### config.mk
export PLATFORM = sky130hd
export DESIGN_NAME = iova_xlate
export DESIGN_NICKNAME = d
export VERILOG_FILES = /design/src/rtl/iova_xlate_pkg.sv /design/src/rtl/iova_xlate_regs.sv /design/src/rtl/iova_xlate_index.sv /design/src/rtl/iova_xlate.sv
export SDC_FILE = /design/constraint.sdc
export NUM_CORES = 1
export LEC_CHECK = 0
export BUFFER_PORTS_ARGS = -buffer_cell sky130_fd_sc_hd__buf_4
export CORE_AREA = 2 2 219 221
export DETAILED_ROUTE_END_ITERATION = 8
export DIE_AREA = 0 0 221 223
export PLACE_DENSITY_LB_ADDON = 0.2
export SETUP_SLACK_MARGIN = 0.5
export SLEW_MARGIN = 15
export SYNTH_ARGS = -nofsm -noshare
export SYNTH_HDL_FRONTEND = slang
export SYNTH_SLANG_ARGS = --single-unit
### constraint.sdc
create_clock -name clk -period 8.2 [get_ports clk]
set_input_delay 1.23 -clock clk [delete_from_list [all_inputs] [get_ports clk]]
set_output_delay 1.23 -clock clk [all_outputs]
set_load 0.1 [all_outputs]
### src/rtl/iova_xlate_pkg.sv
`timescale 1ns/1ps
package iova_xlate_pkg;
    localparam int VA_W       = 64;
    localparam int REG_AW     = 5;
    localparam int SMALL_SH   = 13;
    localparam int BIG_SH     = 16;
    localparam int SMALL_SPAN = 9;   // index field reaches bit SMALL_SH+SMALL_SPAN+code
    localparam int BIG_SPAN   = 9;
    localparam int ENTRY_SH   = 3;   // 8-byte entries
    localparam int NCODES     = 8;
    localparam int BIG_CODES  = 6;
    localparam int PA_TOP     = 40;
    localparam int BIG_PA_LSB = 15;
    localparam int V_BIT      = 63;
    localparam int SZ_BIT     = 61;
    localparam int W_BIT      = 1;

    typedef enum logic [1:0] {ST_IDLE, ST_FETCH, ST_RESP} xl_state_e;
    typedef enum logic [1:0] {PERM_NONE = 2'b00, PERM_RO = 2'b01, PERM_RW = 2'b11} perm_e;

    typedef struct packed {
        logic [VA_W-1:0] iova;
        logic [VA_W-1:0] pa;
        logic [VA_W-1:0] mask;
        perm_e           perm;
    } xl_result_t;

    function automatic logic [VA_W-1:0] span_mask(input int lo, input int hi);
        logic [VA_W-1:0] m;
        for (int i = 0; i < VA_W; i++) m[i] = (i >= lo) && (i <= hi);
        return m;
    endfunction
endpackage

### src/rtl/iova_xlate_regs.sv
`timescale 1ns/1ps
module iova_xlate_regs
    import iova_xlate_pkg::*;
(
    input  logic              clk,
    input  logic              rst_n,
    input  logic              reg_wr,
    input  logic              reg_wide,
    input  logic [REG_AW-1:0] reg_addr,
    input  logic [VA_W-1:0]   reg_wdata,
    output logic [VA_W-1:0]   reg_rdata,
    output logic              xl_en,
    output logic              tbl_big,
    output logic [2:0]        tbl_code,
    output logic [VA_W-1:0]   tbl_base
);
    localparam int HALF = VA_W / 2;

    logic [VA_W-1:0] ctrl_q, base_q, cur, merged;
    logic hit_ctrl, hit_base, lo_half;

    assign hit_ctrl = (reg_addr[4:3] == 2'd0) && (reg_addr[1:0] == 2'd0);
    assign hit_base = (reg_addr[4:3] == 2'd1) && (reg_addr[1:0] == 2'd0);
    assign lo_half  = reg_addr[2];
    assign cur      = hit_ctrl ? ctrl_q : (hit_base ? base_q : '0);

    always_comb begin
        merged = cur;
        if (lo_half)       merged[HALF-1:0]    = reg_wdata[HALF-1:0];
        else if (reg_wide) merged              = reg_wdata;
        else               merged[VA_W-1:HALF] = reg_wdata[HALF-1:0];
    end

    always_ff @(posedge clk or negedge rst_n) begin
        if (!rst_n) begin
            ctrl_q <= '0;
            base_q <= '0;
        end else if (reg_wr) begin
            if (hit_ctrl) ctrl_q <= merged;
            if (hit_base) base_q <= merged;
        end
    end

    always_comb begin
        if (lo_half)       reg_rdata = {{HALF{1'b0}}, cur[HALF-1:0]};
        else if (reg_wide) reg_rdata = cur;
        else               reg_rdata = {{HALF{1'b0}}, cur[VA_W-1:HALF]};
    end

    assign xl_en    = ctrl_q[0];
    assign tbl_big  = ctrl_q[2];
    assign tbl_code = ctrl_q[18:16];
    assign tbl_base = base_q;

    // flush and unmapped writes leave both registers untouched
    p_flush_keeps_r3: assert property (@(posedge clk) disable iff (!rst_n)
        (reg_wr && reg_addr[4:3] >= 2'd2) |=> ($stable(ctrl_q) && $stable(base_q)));

    // a lower-half write keeps the upper half of the control register
    p_lo_keeps_hi_r2: assert property (@(posedge clk) disable iff (!rst_n)
        (reg_wr && reg_addr == 5'h04) |=> (ctrl_q[VA_W-1:HALF] == $past(ctrl_q[VA_W-1:HALF])));
endmodule

### src/rtl/iova_xlate_index.sv
`timescale 1ns/1ps
module iova_xlate_index
    import iova_xlate_pkg::*;
(
    input  logic [VA_W-1:0] va,
    input  logic [VA_W-1:0] base,
    input  logic            big,
    input  logic [2:0]      code,
    output logic [VA_W-1:0] entry_addr,
    output logic            code_bad
);
    logic [VA_W-1:0] small_m [NCODES];
    logic [VA_W-1:0] big_m   [NCODES];
    logic [VA_W-1:0] off;

    for (genvar g = 0; g < NCODES; g++) begin : g_masks
        assign small_m[g] = span_mask(SMALL_SH, SMALL_SH + SMALL_SPAN + g);
        assign big_m[g]   = span_mask(BIG_SH, BIG_SH + BIG_SPAN + g);
    end

    always_comb begin
        if (big) begin
            off      = (va & big_m[code]) >> (BIG_SH - ENTRY_SH);
            code_bad = (int'(code) >= BIG_CODES);
        end else begin
            off      = (va & small_m[code]) >> (SMALL_SH - ENTRY_SH);
            code_bad = 1'b0;
        end
        entry_addr = base + off;
    end
endmodule

### src/rtl/iova_xlate.sv
`timescale 1ns/1ps
module iova_xlate
    import iova_xlate_pkg::*;
(
    input  logic              clk,
    input  logic              rst_n,
    input  logic              reg_wr,
    input  logic              reg_wide,
    input  logic [REG_AW-1:0] reg_addr,
    input  logic [VA_W-1:0]   reg_wdata,
    output logic [VA_W-1:0]   reg_rdata,
    input  logic              req_valid,
    output logic              req_ready,
    input  logic [VA_W-1:0]   req_addr,
    output logic              mem_req,
    output logic [VA_W-1:0]   mem_addr,
    input  logic              mem_rvalid,
    input  logic [VA_W-1:0]   mem_rdata,
    input  logic              mem_rerr,
    output logic              rsp_valid,
    input  logic              rsp_ready,
    output logic [VA_W-1:0]   rsp_iova,
    output logic [VA_W-1:0]   rsp_pa,
    output logic [VA_W-1:0]   rsp_mask,
    output logic [1:0]        rsp_perm
);
    localparam logic [VA_W-1:0] SMALL_MASK = (VA_W'(1) << SMALL_SH) - 1;
    localparam logic [VA_W-1:0] BIG_MASK   = (VA_W'(1) << BIG_SH) - 1;

    xl_state_e       state_q, state_d;
    xl_result_t      res_q, fault_res, pass_res, ent_res;
    logic [VA_W-1:0] va_q, addr_q, entry_addr, tbl_base;
    logic            xl_en, tbl_big, code_bad;
    logic [2:0]      tbl_code;
    logic            take;

    iova_xlate_regs u_regs (
        .clk(clk), .rst_n(rst_n), .reg_wr(reg_wr), .reg_wide(reg_wide),
        .reg_addr(reg_addr), .reg_wdata(reg_wdata), .reg_rdata(reg_rdata),
        .xl_en(xl_en), .tbl_big(tbl_big), .tbl_code(tbl_code), .tbl_base(tbl_base)
    );

    iova_xlate_index u_index (
        .va(req_addr), .base(tbl_base), .big(tbl_big), .code(tbl_code),
        .entry_addr(entry_addr), .code_bad(code_bad)
    );

    assign take = req_valid && (state_q == ST_IDLE);

    always_comb begin
        fault_res = '{iova: '0, pa: '0, mask: '1, perm: PERM_NONE};
        pass_res  = '{iova: req_addr & ~SMALL_MASK, pa: req_addr,
                      mask: SMALL_MASK, perm: PERM_RW};
        if (mem_rerr || !mem_rdata[V_BIT]) begin
            ent_res = fault_res;
        end else begin
            ent_res.mask = mem_rdata[SZ_BIT] ? BIG_MASK : SMALL_MASK;
            ent_res.iova = va_q & ~ent_res.mask;
            ent_res.pa   = mem_rdata[SZ_BIT] ? (mem_rdata & span_mask(BIG_PA_LSB, PA_TOP))
                                             : (mem_rdata & span_mask(SMALL_SH, PA_TOP));
            ent_res.perm = mem_rdata[W_BIT] ? PERM_RW : PERM_RO;
        end
    end

    always_comb begin
        state_d = state_q;
        unique case (state_q)
            ST_IDLE:  if (req_valid) state_d = (!xl_en || code_bad) ? ST_RESP : ST_FETCH;
            ST_FETCH: if (mem_rvalid) state_d = ST_RESP;
            ST_RESP:  if (rsp_ready) state_d = ST_IDLE;
            default:  state_d = ST_IDLE;
        endcase
    end

    always_ff @(posedge clk or negedge rst_n) begin
        if (!rst_n) state_q <= ST_IDLE;
        else        state_q <= state_d;
    end

    always_ff @(posedge clk or negedge rst_n) begin
        if (!rst_n) begin
            va_q   <= '0;
            addr_q <= '0;
            res_q  <= '{iova: '0, pa: '0, mask: '0, perm: PERM_NONE};
        end else if (take) begin
            va_q   <= req_addr;
            addr_q <= entry_addr;
            if (!xl_en)        res_q <= pass_res;
            else if (code_bad) res_q <= fault_res;
        end else if (state_q == ST_FETCH && mem_rvalid) begin
            res_q <= ent_res;
        end
    end

    always_comb begin
        req_ready = (state_q == ST_IDLE);
        mem_req   = (state_q == ST_FETCH);
        rsp_valid = (state_q == ST_RESP);
        mem_addr  = addr_q;
        rsp_iova  = res_q.iova;
        rsp_pa    = res_q.pa;
        rsp_mask  = res_q.mask;
        rsp_perm  = res_q.perm;
    end

    p_ready_idle_r10: assert property (@(posedge clk) disable iff (!rst_n)
        req_ready |-> (!rsp_valid && !mem_req));

    p_rsp_hold_r10: assert property (@(posedge clk) disable iff (!rst_n)
        (rsp_valid && !rsp_ready) |=> (rsp_valid && $stable(rsp_pa) && $stable(rsp_iova)
                                       && $stable(rsp_mask) && $stable(rsp_perm)));

    p_mem_hold_r5: assert property (@(posedge clk) disable iff (!rst_n)
        (mem_req && !mem_rvalid) |=> (mem_req && $stable(mem_addr)));

    p_fault_shape_r7: assert property (@(posedge clk) disable iff (!rst_n)
        (rsp_valid && rsp_perm == PERM_NONE) |-> (rsp_pa == '0 && rsp_mask == '1));

    p_mask_shape_r8: assert property (@(posedge clk) disable iff (!rst_n)
        (rsp_valid && rsp_perm != PERM_NONE) |-> (rsp_mask == SMALL_MASK || rsp_mask == BIG_MASK));

    p_err_none_r9: assert property (@(posedge clk) disable iff (!rst_n)
        (mem_req && mem_rvalid && mem_rerr) |=> (rsp_valid && rsp_perm == PERM_NONE));

    p_pass_r4: assert property (@(posedge clk) disable iff (!rst_n)
        (req_valid && req_ready && !xl_en) |=> (rsp_valid && rsp_pa == $past(req_addr)
                                                && rsp_perm == PERM_RW));
endmodule

==> results of run 1 <==
==> worst reg2reg max path: stages, from the launching register on <==
cell      delay, ns
dfrtp_1        0.92
mux2_2         0.43
ha_1           0.23
fa_1           0.41
a21oi_1        0.23
nand4b_1       0.21
a211oi_2       0.11
o21ai_2        0.13
buf_4          0.36
a211oi_2       0.20
xnor2_1        0.29
o21ai_1        0.10
==> cell usage in the layout (no fill, tap or decap), types with 38 or more instances in the layout <==
| cell | netlist | routed |
|---|---|---|
| nand2_1 | 425 | 422 |
| mux2_2 | 76 | 76 |
| a22oi_1 | 143 | 143 |
| buf_4 | 75 | 501 |
| dfrtp_1 | 365 | 365 |
| o21ai_0 | 199 | 199 |
| a21oi_1 | 61 | 61 |
| clkbuf_16 | 0 | 44 |
| nor2b_1 | 38 | 38 |
| o21ai_1 | 40 | 40 |
| nor2_1 | 54 | 52 |
| mux2i_1 | 39 | 39 |
==> path summary, 6_finish.rpt <==
kind | start | to | cells after the start
worst max-delay path | reg_addr[4] | reg_rdata[18] | 6
min in group asynchronous | rst_n | u_regs.ctrl_q[57]$_DFFE_PN0P_ | 1
worst min-delay path | va_q[16]$_DFFE_PN0P_ | va_q[16]$_DFFE_PN0P_ | 2
max in group asynchronous | rst_n | u_regs.tbl_base[4]$_DFFE_PN0P_ | 2
worst max register to register | u_regs.ctrl_q[2]$_DFFE_PN0P_ | mem_addr[63]$_DFFE_PN0P_ | 11
worst min register to register | va_q[16]$_DFFE_PN0P_ | va_q[16]$_DFFE_PN0P_ | 2
==> layout make-up <==
cell class	count	area share
Tap cell	615	0.0328
Clock buffer	65	0.0546
Sequential cell	365	0.390
Timing Repair Buffer	502	0.161
Multi-Input combinational cell	1361	0.354
Inverter	9	0.00144
Clock inverter	12	0.00636
==> layer usage <==
metal  up-vias  wire [um]
li1       7428          -
met1      7723      26500
met2       568      29100
met3        55       3780
met4         0       1000
met5         -          0
==> registers in the layout, indices dropped and copies added, names as in the netlist <==
signal	cells
u_regs.tbl_base	64
mem_addr	64
state_q	2
rsp_iova	51
u_regs.ctrl_q	64
rsp_perm	2
va_q	51
rsp_pa	64
rsp_mask	3
==> kinds of logic after synthesis <==
family / synth area share
AOI/OAI and AO/OA: 0.194
xor gates and xnor gates: 0.0251
adders and majority gates: 0.0126
buffers and inverters: 0.0659
DFF: 0.493
muxes: 0.0673
other: 0.000202
and+or+nand+nor: 0.142
==> through the flow <==
stage / worst slack, ns / area, um2 / hold WS [ns] / utilization
final: 3.65 / 23400 / 0.473 / 0.497
after global routing: 3.49 / 23400 / 0.486 / 0.497
after CTS: 3.67 / 23400 / 0.478 / 0.497
after floorplan: 3.10 / 18600 / 0.447 / -
after detailed placement: 3.68 / 22000 / 0.463 / 0.467
after global placement: 3.67 / 22000 / 0.459 / 0.467
==> key figures, run 1 <==
Synth
  – Mean post-synth cell area: roughly 9.5 um2
  – Commonest cells post-synth: 425 x nand2_1, 365 x dfrtp_1, 199 x o21ai_0, 143 x a22oi_1, 100 x clkbuf_1
  – Synthesized instance count: 1944
  – Post-synth top area share: 0.493
  – Most common cell in the netlist: nand2_1
  – Syn Std Cell Area: roughly 19000 um2
  – Sequential share of the synthesized area: 0.493
  – Main synth FF type: dfrtp_1
  – Async S/R FF share, synth: 1.00
  – Leading area contributor after synthesis: dfrtp_1
  – EDFF count, synth: 0
  – Area contributors post-synth: dfrtp_1 49%, nand2_1 8.6%, a22oi_1 5.8%
  – Post-synth cell types: 58
  – Ys Warns: 0
  – Number of synthesized register bits: 365

Floorplan
  – Die Width: around 220 um
  – Die ar.: between 40000 and 50000 um2
  – Row cnt: 80
  – Initial Utilization: 0.393
  – Core Footprint: 47100 um2
  – # IOs: 530
  – Die outline height: 223 um

Timing
  – Fmax: 220 MHz
  – Hold Fails Final Rpt: 0
  – Unrepaired setup endpoints after global routing: no
  – Worst Max-Slew Pin Slew: 1.11 ns
  – Setup Viol. Count Final: 0
  – Min Tclk post-route: 4.55 ns
  – Final period utilization: 0.555
  – Max_slew headroom: 0.261
  – Final Skew: ~0.046 ns
  – Slew Limit Fails: 0
  – Setup_tns: 0 ns

Critical path
  – Worst path cell trace: buf_4 > nor4_2 > buf_4 > a22oi_1 > mux2i_1 > buf_4
  – Top delay family on crit path: buffers and inverters
  – CP dominant cell by count: buf_4
  – CP Buf/Inv Count: 3
  – R2R Setup Slk: 4.42 ns
  – Setup crit start kind: primary input
  – CP endpoint kind: output pin
  – Critical path data arrival time: 3.32 ns
  – Critical Path RT: 6.97 ns
  – Setup Crit Path Kind: in2out
  – Worst-path fanout max: 65
  – Slowest-stage cell, CP: buf_4
  – Worst path max stage delay: 0.69 ns

Cells and area
  – Fin cells: 2929
  – Sequential Area: roughly 9100 um2
  – Final #Nets: between 2k and 3k
  – P&R area growth vs syn: 26.5%
  – Layout cell share with drive strength beyond 1: 0.297
  – # fillers: between 4k and 5k
  – Ant. Diodes: 0
  – Footprint of the multi-input gates: 8290 um2

Drt
  – Vias: 15.8k
  – DR pass1 iterations: 5
  – Residual DRC: 0
  – WL/cell: 20.6 um
  – Initial drt markers: 1270
  – Total Wirelength: roughly 60 mm
  – Via density: 5.39
  – Detail Route Antenna Nets: 0

Global route
  – Met3 Use GR: 0.0424
  – Busiest layer in global routing: met2
  – Global Route met1 Usage: 0.332
  – Largest net degree at the start of global routing: roughly 130
  – Grt met2 use: 0.391
  – Vias in the first global route: 15.1k
  – Global-route wire length before repair: 93.0 mm
  – GR Overflow Total: 0
  – GR Util All Layers: 0.239
  – Initial antenna violation count: 0

Worst hold path
  – Hold Path Class: reg2reg

Clocking
  – Worst skew pair latency: roughly 0.59 ns
  – Cts bufs inserted: 43
  – Hold-fix buffers, CTS: 0
  – CTS H-tree lvls: 2
  – Cts repair resizes: 0
  – # Post-CTS Setup Buffers: 0
  – Clk root buf: clkbuf_16
  – Clk sinks: 365
  – TritonCTS clock tree: done
  – CTS max path bufs: 3
  – Clock Pin Slew Worst Setup and Hold Paths: 0.06 ns

Status
  – Status: completed

Run
  – Max-cap violations: 0

Placed design
  – GPL Wtd Cong: 0.879
  – Buffers on Ports: between 400 and 500
  – Placed Instances: 2852
  – DP HPWL: approximately 43 mm
Power of run 1 is not shown: default switching activity piles up to over one toggle a cycle in this logic, so the estimate is an artifact.
==> inputs of run 2 (changes only) <==
--- a/config.mk
+++ b/config.mk
@@ -5,10 +5,11 @@
 export SDC_FILE = /design/constraint.sdc
 export NUM_CORES = 1
 export LEC_CHECK = 0
+export ABC_AREA = 1
 export BUFFER_PORTS_ARGS = -buffer_cell sky130_fd_sc_hd__buf_4
-export CORE_AREA = 2 2 219 221
+export CORE_AREA = 2 2 226 228
 export DETAILED_ROUTE_END_ITERATION = 8
-export DIE_AREA = 0 0 221 223
+export DIE_AREA = 0 0 228 230
 export PLACE_DENSITY_LB_ADDON = 0.2
 export SETUP_SLACK_MARGIN = 0.5
 export SLEW_MARGIN = 15
==> constraint.sdc (replaced) <==
create_clock -name clk -period 4.3 [get_ports clk]
set_input_delay 0.645 -clock clk [delete_from_list [all_inputs] [get_ports clk]]
set_output_delay 0.645 -clock clk [all_outputs]
set_load 0.1 [all_outputs]
==> run 2 against run 1 <==
Register-to-register slack worse by 3.4 ns. Setup slack worse by 2.6 ns. Global-route usage up 5.6 points. Worst hold slack worse by 0.35 ns. Critical path type is now reg2reg. Critical path depth up 7. Non-clock buffer count up 10. Routed wire length up 30%. Die area up 6.4%. Cell count up 27%. Core utilization about the same.
==> key figures, run 2 <==
Clocking
  – Clk root buf: clkbuf_16
  – # Post-CTS Setup Buffers: 0
  – Clk sinks: 365
  – CTS H-tree lvls: 2
  – TritonCTS clock tree: done
  – Cts repair resizes: 0
  – Worst skew pair latency: 0.57 ns
  – Hold-fix buffers, CTS: 0
  – CTS max path bufs: 3
  – Clock Pin Slew Worst Setup and Hold Paths: 0.06 ns
  – Cts bufs inserted: 42

Power and ir drop
  – P_sw: 13.5 mW
  – Clock power frac: 0.156
  – Sw frac: 0.589
  – Int Pwr: 9.43 mW
  – Combinational Power Share: 0.592
  – Flop pwr share: 0.252
  – Maximum VDD drop: 0.658 mV
  – Lkg Pwr: 12.2 nW
  – P per Cell Area: 925 nW/um2

Critical path
  – CP endpoint kind: register
  – R2R Setup Slk: 1.02 ns
  – Worst R2R Start: u_regs.ctrl_q[18]$_DFFE_PN0P_
  – Worst-path fanout max: 6
  – Setup crit start kind: register
  – Critical Path RT: 4.80 ns
  – Number of cells on the worst reg-to-reg path: 13
  – Critical path data arrival time: 3.78 ns
  – Critical R2R Capture: mem_addr[44]$_DFFE_PN0P_
  – Setup Crit Path Kind: reg2reg

Synth
  – Area contributors post-synth: dfrtp_1 46%, nand2_1 16%, o21ai_0 6.0%
  – Syn Std Cell Area: 19800 um2
  – Ys Warns: 0
  – Synthesized instance count: 2669
  – Post-synth cell types: 40
  – Async S/R FF share, synth: 1.00
  – Mean post-synth cell area: 7.41 um2
  – Sequential share of the synthesized area: 0.462
  – Main synth FF type: dfrtp_1
  – Number of synthesized register bits: 365
  – Post-synth top area share: 0.462
  – Commonest cells post-synth: 829 x nand2_1, 365 x dfrtp_1, 253 x inv_1, 250 x nor2_1, 237 x o21ai_0
  – EDFF count, synth: 0
  – Leading area contributor after synthesis: dfrtp_1
  – Most common cell in the netlist: nand2_1

Timing
  – Fmax: 305 MHz
  – Max_slew headroom: 0.283
  – Slew Limit Fails: 0
  – Worst Max-Slew Pin Slew: 1.08 ns
  – Fin worst setup slack: 1.02 ns
  – Setup_tns: 0 ns
  – Final period utilization: 0.763
  – Hold Fails Final Rpt: 0
  – Final Skew: 0.0163 ns
  – Min Tclk post-route: approximately 3.3 ns
  – Setup Viol. Count Final: 0
  – Unrepaired setup endpoints after global routing: no

Floorplan
  – Initial Utilization: 0.397
  – Row cnt: slightly above 80
  – Core Footprint: 49900 um2
  – Die ar.: between 50000 and 60000 um2
  – Die Width: 228 um
  – # IOs: 530
  – Die outline height: 230 um

Global route
  – Largest net degree at the start of global routing: 97
  – Vias in the first global route: 18.7k
  – GR Overflow Total: 0
  – Global-route wire length before repair: ~120 mm
  – Initial antenna violation count: 3
  – GR Util All Layers: 0.295

Cells and area
  – Final #Nets: about 3.2k
  – Layout cell share with drive strength beyond 1: 0.197
  – Commonest non-fill, non-tap cell in the layout: nand2_1
  – P&R area growth vs syn: 25.4%
  – Most frequent cells in the layout: 829 x nand2_1, 505 x buf_4, 365 x dfrtp_1

Drt
  – Top sig layer: met5
  – Via density: 5.25
  – Residual DRC: 0
  – Met3 routed WL: 5.13 mm
  – Initial drt markers: 1692
  – WL met2: roughly 38 mm
  – Vias: 19.6k
  – Met1 WL: between 30 and 40 mm
  – WL/cell: 21.1 um
  – Detail Route Antenna Nets: 0
  – Total Wirelength: slightly below 80 mm
  – DR pass1 iterations: 5

Placed design
  – DP HPWL: 60.5 mm
  – GPL Wtd Cong: 0.964
  – Buffers on Ports: 483
  – Post-place setup slack: ~0.9 ns

Run
  – Max-cap violations: 0

Status
  – Status: completed

Worst hold path
  – Hold Path Class: in2async
run 2: cell type report:
type / instances / area [um2]
Fill cell: 4933 / 25100
Sequential cell: 365 / 9130
Multi-Input combinational cell: 1843 / 8570
Timing Repair Buffer: 512 / 3930
Clock buffer: 56 / 1170
Inverter: 262 / 986
Tap cell: 672 / 841
Clock inverter: 16 / 164
Antenna cell: 2 / 5.00
run 2: worst max path at each step:
stage / start / endpoint / cells after the start
2_1_floorplan: reg_wide / reg_rdata[3] / 7
3_3_place_gp: req_addr[32] / mem_addr[53]$_DFFE_PN0P_ / 14
3_5_place_dp: req_addr[32] / mem_addr[53]$_DFFE_PN0P_ / 14
4_1_cts: u_regs.ctrl_q[18]$_DFFE_PN0P_ / mem_addr[53]$_DFFE_PN0P_ / 12
5_1_grt: u_regs.ctrl_q[18]$_DFFE_PN0P_ / mem_addr[44]$_DFFE_PN0P_ / 13
6_report: u_regs.ctrl_q[18]$_DFFE_PN0P_ / mem_addr[44]$_DFFE_PN0P_ / 13
run 2: layer usage:
metal	up-vias	GRT usage
met5	-	0
met4	2	0.113
met3	147	0.0530
met2	781	0.509
met1	9398	0.367
li1	9242	-
run 2: cell families (layout without fill, tap and decap cells):
logic type                 after synthesis  count (layout)  share of synthesized area
and+or+nand+nor                       1317            1317                      0.268
other                                    1              15                   0.000190
AOI/OAI and AO/OA                      464             464                      0.134
muxes                                   16              16                    0.00810
DFF                                    365             365                      0.462
adders and majority gates               18              18                     0.0118
xor gates and xnor gates                15              15                    0.00664
buffers and inverters                  473             846                      0.110
run 2: critical path, stage by stage, from the launching register on:
cell and delay (ns):
dfrtp_1 0.45, inv_1 0.16, a2111oi_0 0.76, ha_1 0.36, nand2_1 0.12, o21ai_0 0.39
inv_1 0.08, nand2_1 0.10, nand2_1 0.08, nand2_1 0.28, nand2_1 0.09, nand2_1 0.07
nand3_1 0.16, nand2_1 0.12
run 2: per-stage QoR:
stage	area, um2	util	instances	hold WS [ns]	power (mW)
floorplan	19800	-	2681	0.349	16.3
global placement	23500	0.470	3654	0.455	19.4
CTS	24800	0.497	3726	0.153	23.1
global route	24800	0.497	3728	0.184	23.9
detailed placement	23500	0.470	3654	0.462	19.5
finish	24800	0.497	3728	0.120	22.9
run 2: power by group through the flow:
stage	Sequential [mW]	Combinational [mW]	Clock (mW)
finish	5.78	13.6	3.58
global route	5.94	14.2	3.79
detailed placement	5.83	13.6	0
floorplan	11.7	4.58	0
CTS	5.78	13.7	3.64
global placement	5.79	13.6	0
Note: power is estimated with default switching activity, not from simulation.
==> inputs of run 3 (changes only) <==
==> constraint.sdc (replaced) <==
create_clock -name clk -period 2.81 [get_ports clk]
set_input_delay 0.4215 -clock clk [delete_from_list [all_inputs] [get_ports clk]]
set_output_delay 0.4215 -clock clk [all_outputs]
set_load 0.1 [all_outputs]
==> run 3 against run 2 <==
Cell count grew 2.5%. Via count grew 2.0%. Maximum frequency grew 28%. Critical path depth grew 4. Clock power grew 50%. Core utilization grew 5.5 points. First-iteration DRC count shrank 8.1%. Register-to-register slack lost 0.77 ns. Setup slack lost 0.77 ns. Global-route usage grew 0.38 points.
==> key figures, run 3 (synthesized netlist as in run 2, its figures left out) <==
Status
  – Status: completed

Placed design
  – DP HPWL: 61.4 mm
  – Buffers on Ports: around 480
  – GPL Wtd Cong: 0.974
  – Placed Instances: around 3.7k

Floorplan
  – Initial Utilization: 0.397
  – # IOs: 530
  – Die ar.: 52400 um2
  – Die outline height: 230 um
  – Row cnt: 82
  – Core Footprint: ~50000 um2
  – Die Width: 228 um

Clocking
  – CTS H-tree lvls: 2
  – Worst skew pair latency: ~0.56 ns
  – CTS max path bufs: 3
  – Clk sinks: 365
  – Clk root buf: clkbuf_16
  – TritonCTS clock tree: done
  – Cts bufs inserted: 42
  – Clock Pin Slew Worst Setup and Hold Paths: 0.06 ns

Cells and area
  – Commonest non-fill, non-tap cell in the layout: nand2_1
  – Final #Nets: 3342
  – Layout cell share with drive strength beyond 1: 0.314
  – P&R area growth vs syn: 39.2%
  – Most frequent cells in the layout: 763 x nand2_1, 536 x buf_4, 336 x dfrtp_1
  – Fin cells: ~3.8k

Drt
  – Detail Route Antenna Nets: 0
  – DR pass1 iterations: 6
  – Total Wirelength: 80.6 mm
  – Via density: ~5.2
  – Initial drt markers: 1555
  – Vias: 20.0k
  – WL/cell: 21.1 um
  – Residual DRC: 0

Power and ir drop
  – Lkg Pwr: roughly 13 nW
  – Maximum VDD drop: 1.25 mV
  – P_sw: 21.0 mW
  – Combinational Power Share: 0.603
  – Clock power frac: 0.149
  – P per Cell Area: 1310 nW/um2
  – Sw frac: 0.583
  – Int Pwr: around 15 mW
  – Flop pwr share: 0.248

Global route
  – Vias in the first global route: slightly below 20k
  – GR Overflow Total: 0
  – Initial antenna violation count: 1
  – Largest net degree at the start of global routing: 155
  – GR Util All Layers: 0.299
  – Global-route wire length before repair: between 100 and 150 mm

Timing
  – Unrepaired setup endpoints after global routing: yes
  – Max_slew headroom: 0.284
  – Worst Max-Slew Pin Slew: 1.07 ns
  – Setup Viol. Count Final: 0
  – Setup_tns: 0 ns
  – Hold Fails Final Rpt: 0
  – Fmax: 390 MHz
  – Slew Limit Fails: 0
  – Final period utilization: 0.912
  – Min Tclk post-route: about 2.6 ns
  – Final Skew: about 0.015 ns

Critical path
  – Setup crit start kind: register
  – Critical Path RT: 3.26 ns
  – R2R Setup Slk: 0.25 ns
  – Worst-path fanout max: 10
  – Critical path data arrival time: 3.01 ns
  – Setup Crit Path Kind: reg2reg
  – CP endpoint kind: register

Run
  – Max-cap violations: 0

Worst hold path
  – Hold Path Class: in2reg
run 3: cell types whose count changed in the layout (fill, tap and decap cells not counted), moves of 22 or more:
cell	previous run	this run
nor2_1	246	185
o21ai_0	212	188
nand3_2	3	25
o21ai_4	0	30
dfrtp_2	0	28
nand2_1	829	763
buf_4	505	536
buf_12	6	29
nor2_2	4	46
nand3_1	193	164
buf_6	0	22
nand2_2	2	55
dfrtp_1	365	336
run 3: critical path: stages, from the launching register on:
cell and delay (ns):
dfrtp_2 0.49, buf_4 0.17, clkbuf_16 0.16, nand2_1 0.06, o211ai_1 0.09, inv_1 0.10
ha_4 0.23, nand2_2 0.14, nor2_4 0.07, buf_4 0.14, a21oi_1 0.22, nand2_2 0.14
nand2_2 0.10, nand2_1 0.05, nand2_1 0.07, nand2_2 0.09, nand2_1 0.07, nand2_1 0.06
run 3: metal layers:
layer | GRT usage | part of all wire | vias to the layer above
li1 | - | - | 9430
met1 | 0.381 | 0.41 | 9593
met2 | 0.516 | 0.49 | 819
met4 | 0.102 | 0.038 | 0
met5 | 0 | 0 | -
met3 | 0.0464 | 0.065 | 129
run 3: per-stage QoR:
| step | total power [mW] | area (um2) | hold WS (ns) | utilization | setup WS (ns) |
|---|---|---|---|---|---|
| after floorplan | 24.9 | 20300 | 0.126 | - | 0.297 |
| after global placement | 29.7 | 24300 | 0.459 | 0.487 | -0.0145 |
| after detailed placement | 29.9 | 24300 | 0.463 | 0.487 | 0.0426 |
| after CTS | 35.7 | 26500 | 0.00189 | 0.532 | 0.322 |
| after global routing | 37.5 | 27500 | 0.0181 | 0.552 | 0.142 |
| final | 36.1 | 27500 | 0.0313 | 0.552 | 0.246 |
run 3: layout make-up:
type	instances	area (um2)
tap	672	841
clock inverter	14	128
antenna	1	2.50
fill	4732	22300
sequential	365	9170
timing repair buffer	604	5100
clock buffer	60	1200
inverter	262	1000
multi-input combinational	1844	10100
run 3: what timing repair did:
action,in CTS,in global routing
gates resized for setup,212,192
pin swaps,23,54
endpoints found under the setup margin,118,160
buffers inserted,17,31
hold endpoints to repair,64,0
cloned,0,2
hold buffers,1,0
run 3: path summary, 6_finish.rpt:
kind,from,to,cells after the start
hold / removal,rsp_ready,state_q[1]$_DFFE_PN0P_,2
setup reg to reg,u_regs.ctrl_q[2]$_DFFE_PN0P_,mem_addr[49]$_DFFE_PN0P_,17
max in group asynchronous,rst_n,rsp_pa[15]$_DFFE_PN0P_,3
setup / recovery,u_regs.ctrl_q[2]$_DFFE_PN0P_,mem_addr[49]$_DFFE_PN0P_,17
hold reg to reg,va_q[54]$_DFFE_PN0P_,va_q[54]$_DFFE_PN0P_,2
min in group asynchronous,rst_n,mem_addr[59]$_DFFE_PN0P_,2
run 3: power groups by stage:
stage	clock, mW	sequential [mW]	combinational, mW
floorplan	0	17.9	7.08
global placement	0	8.90	20.8
detailed placement	0	8.96	20.9
CTS	5.47	8.92	21.3
global route	5.67	9.18	22.6
finish	5.38	8.93	21.8
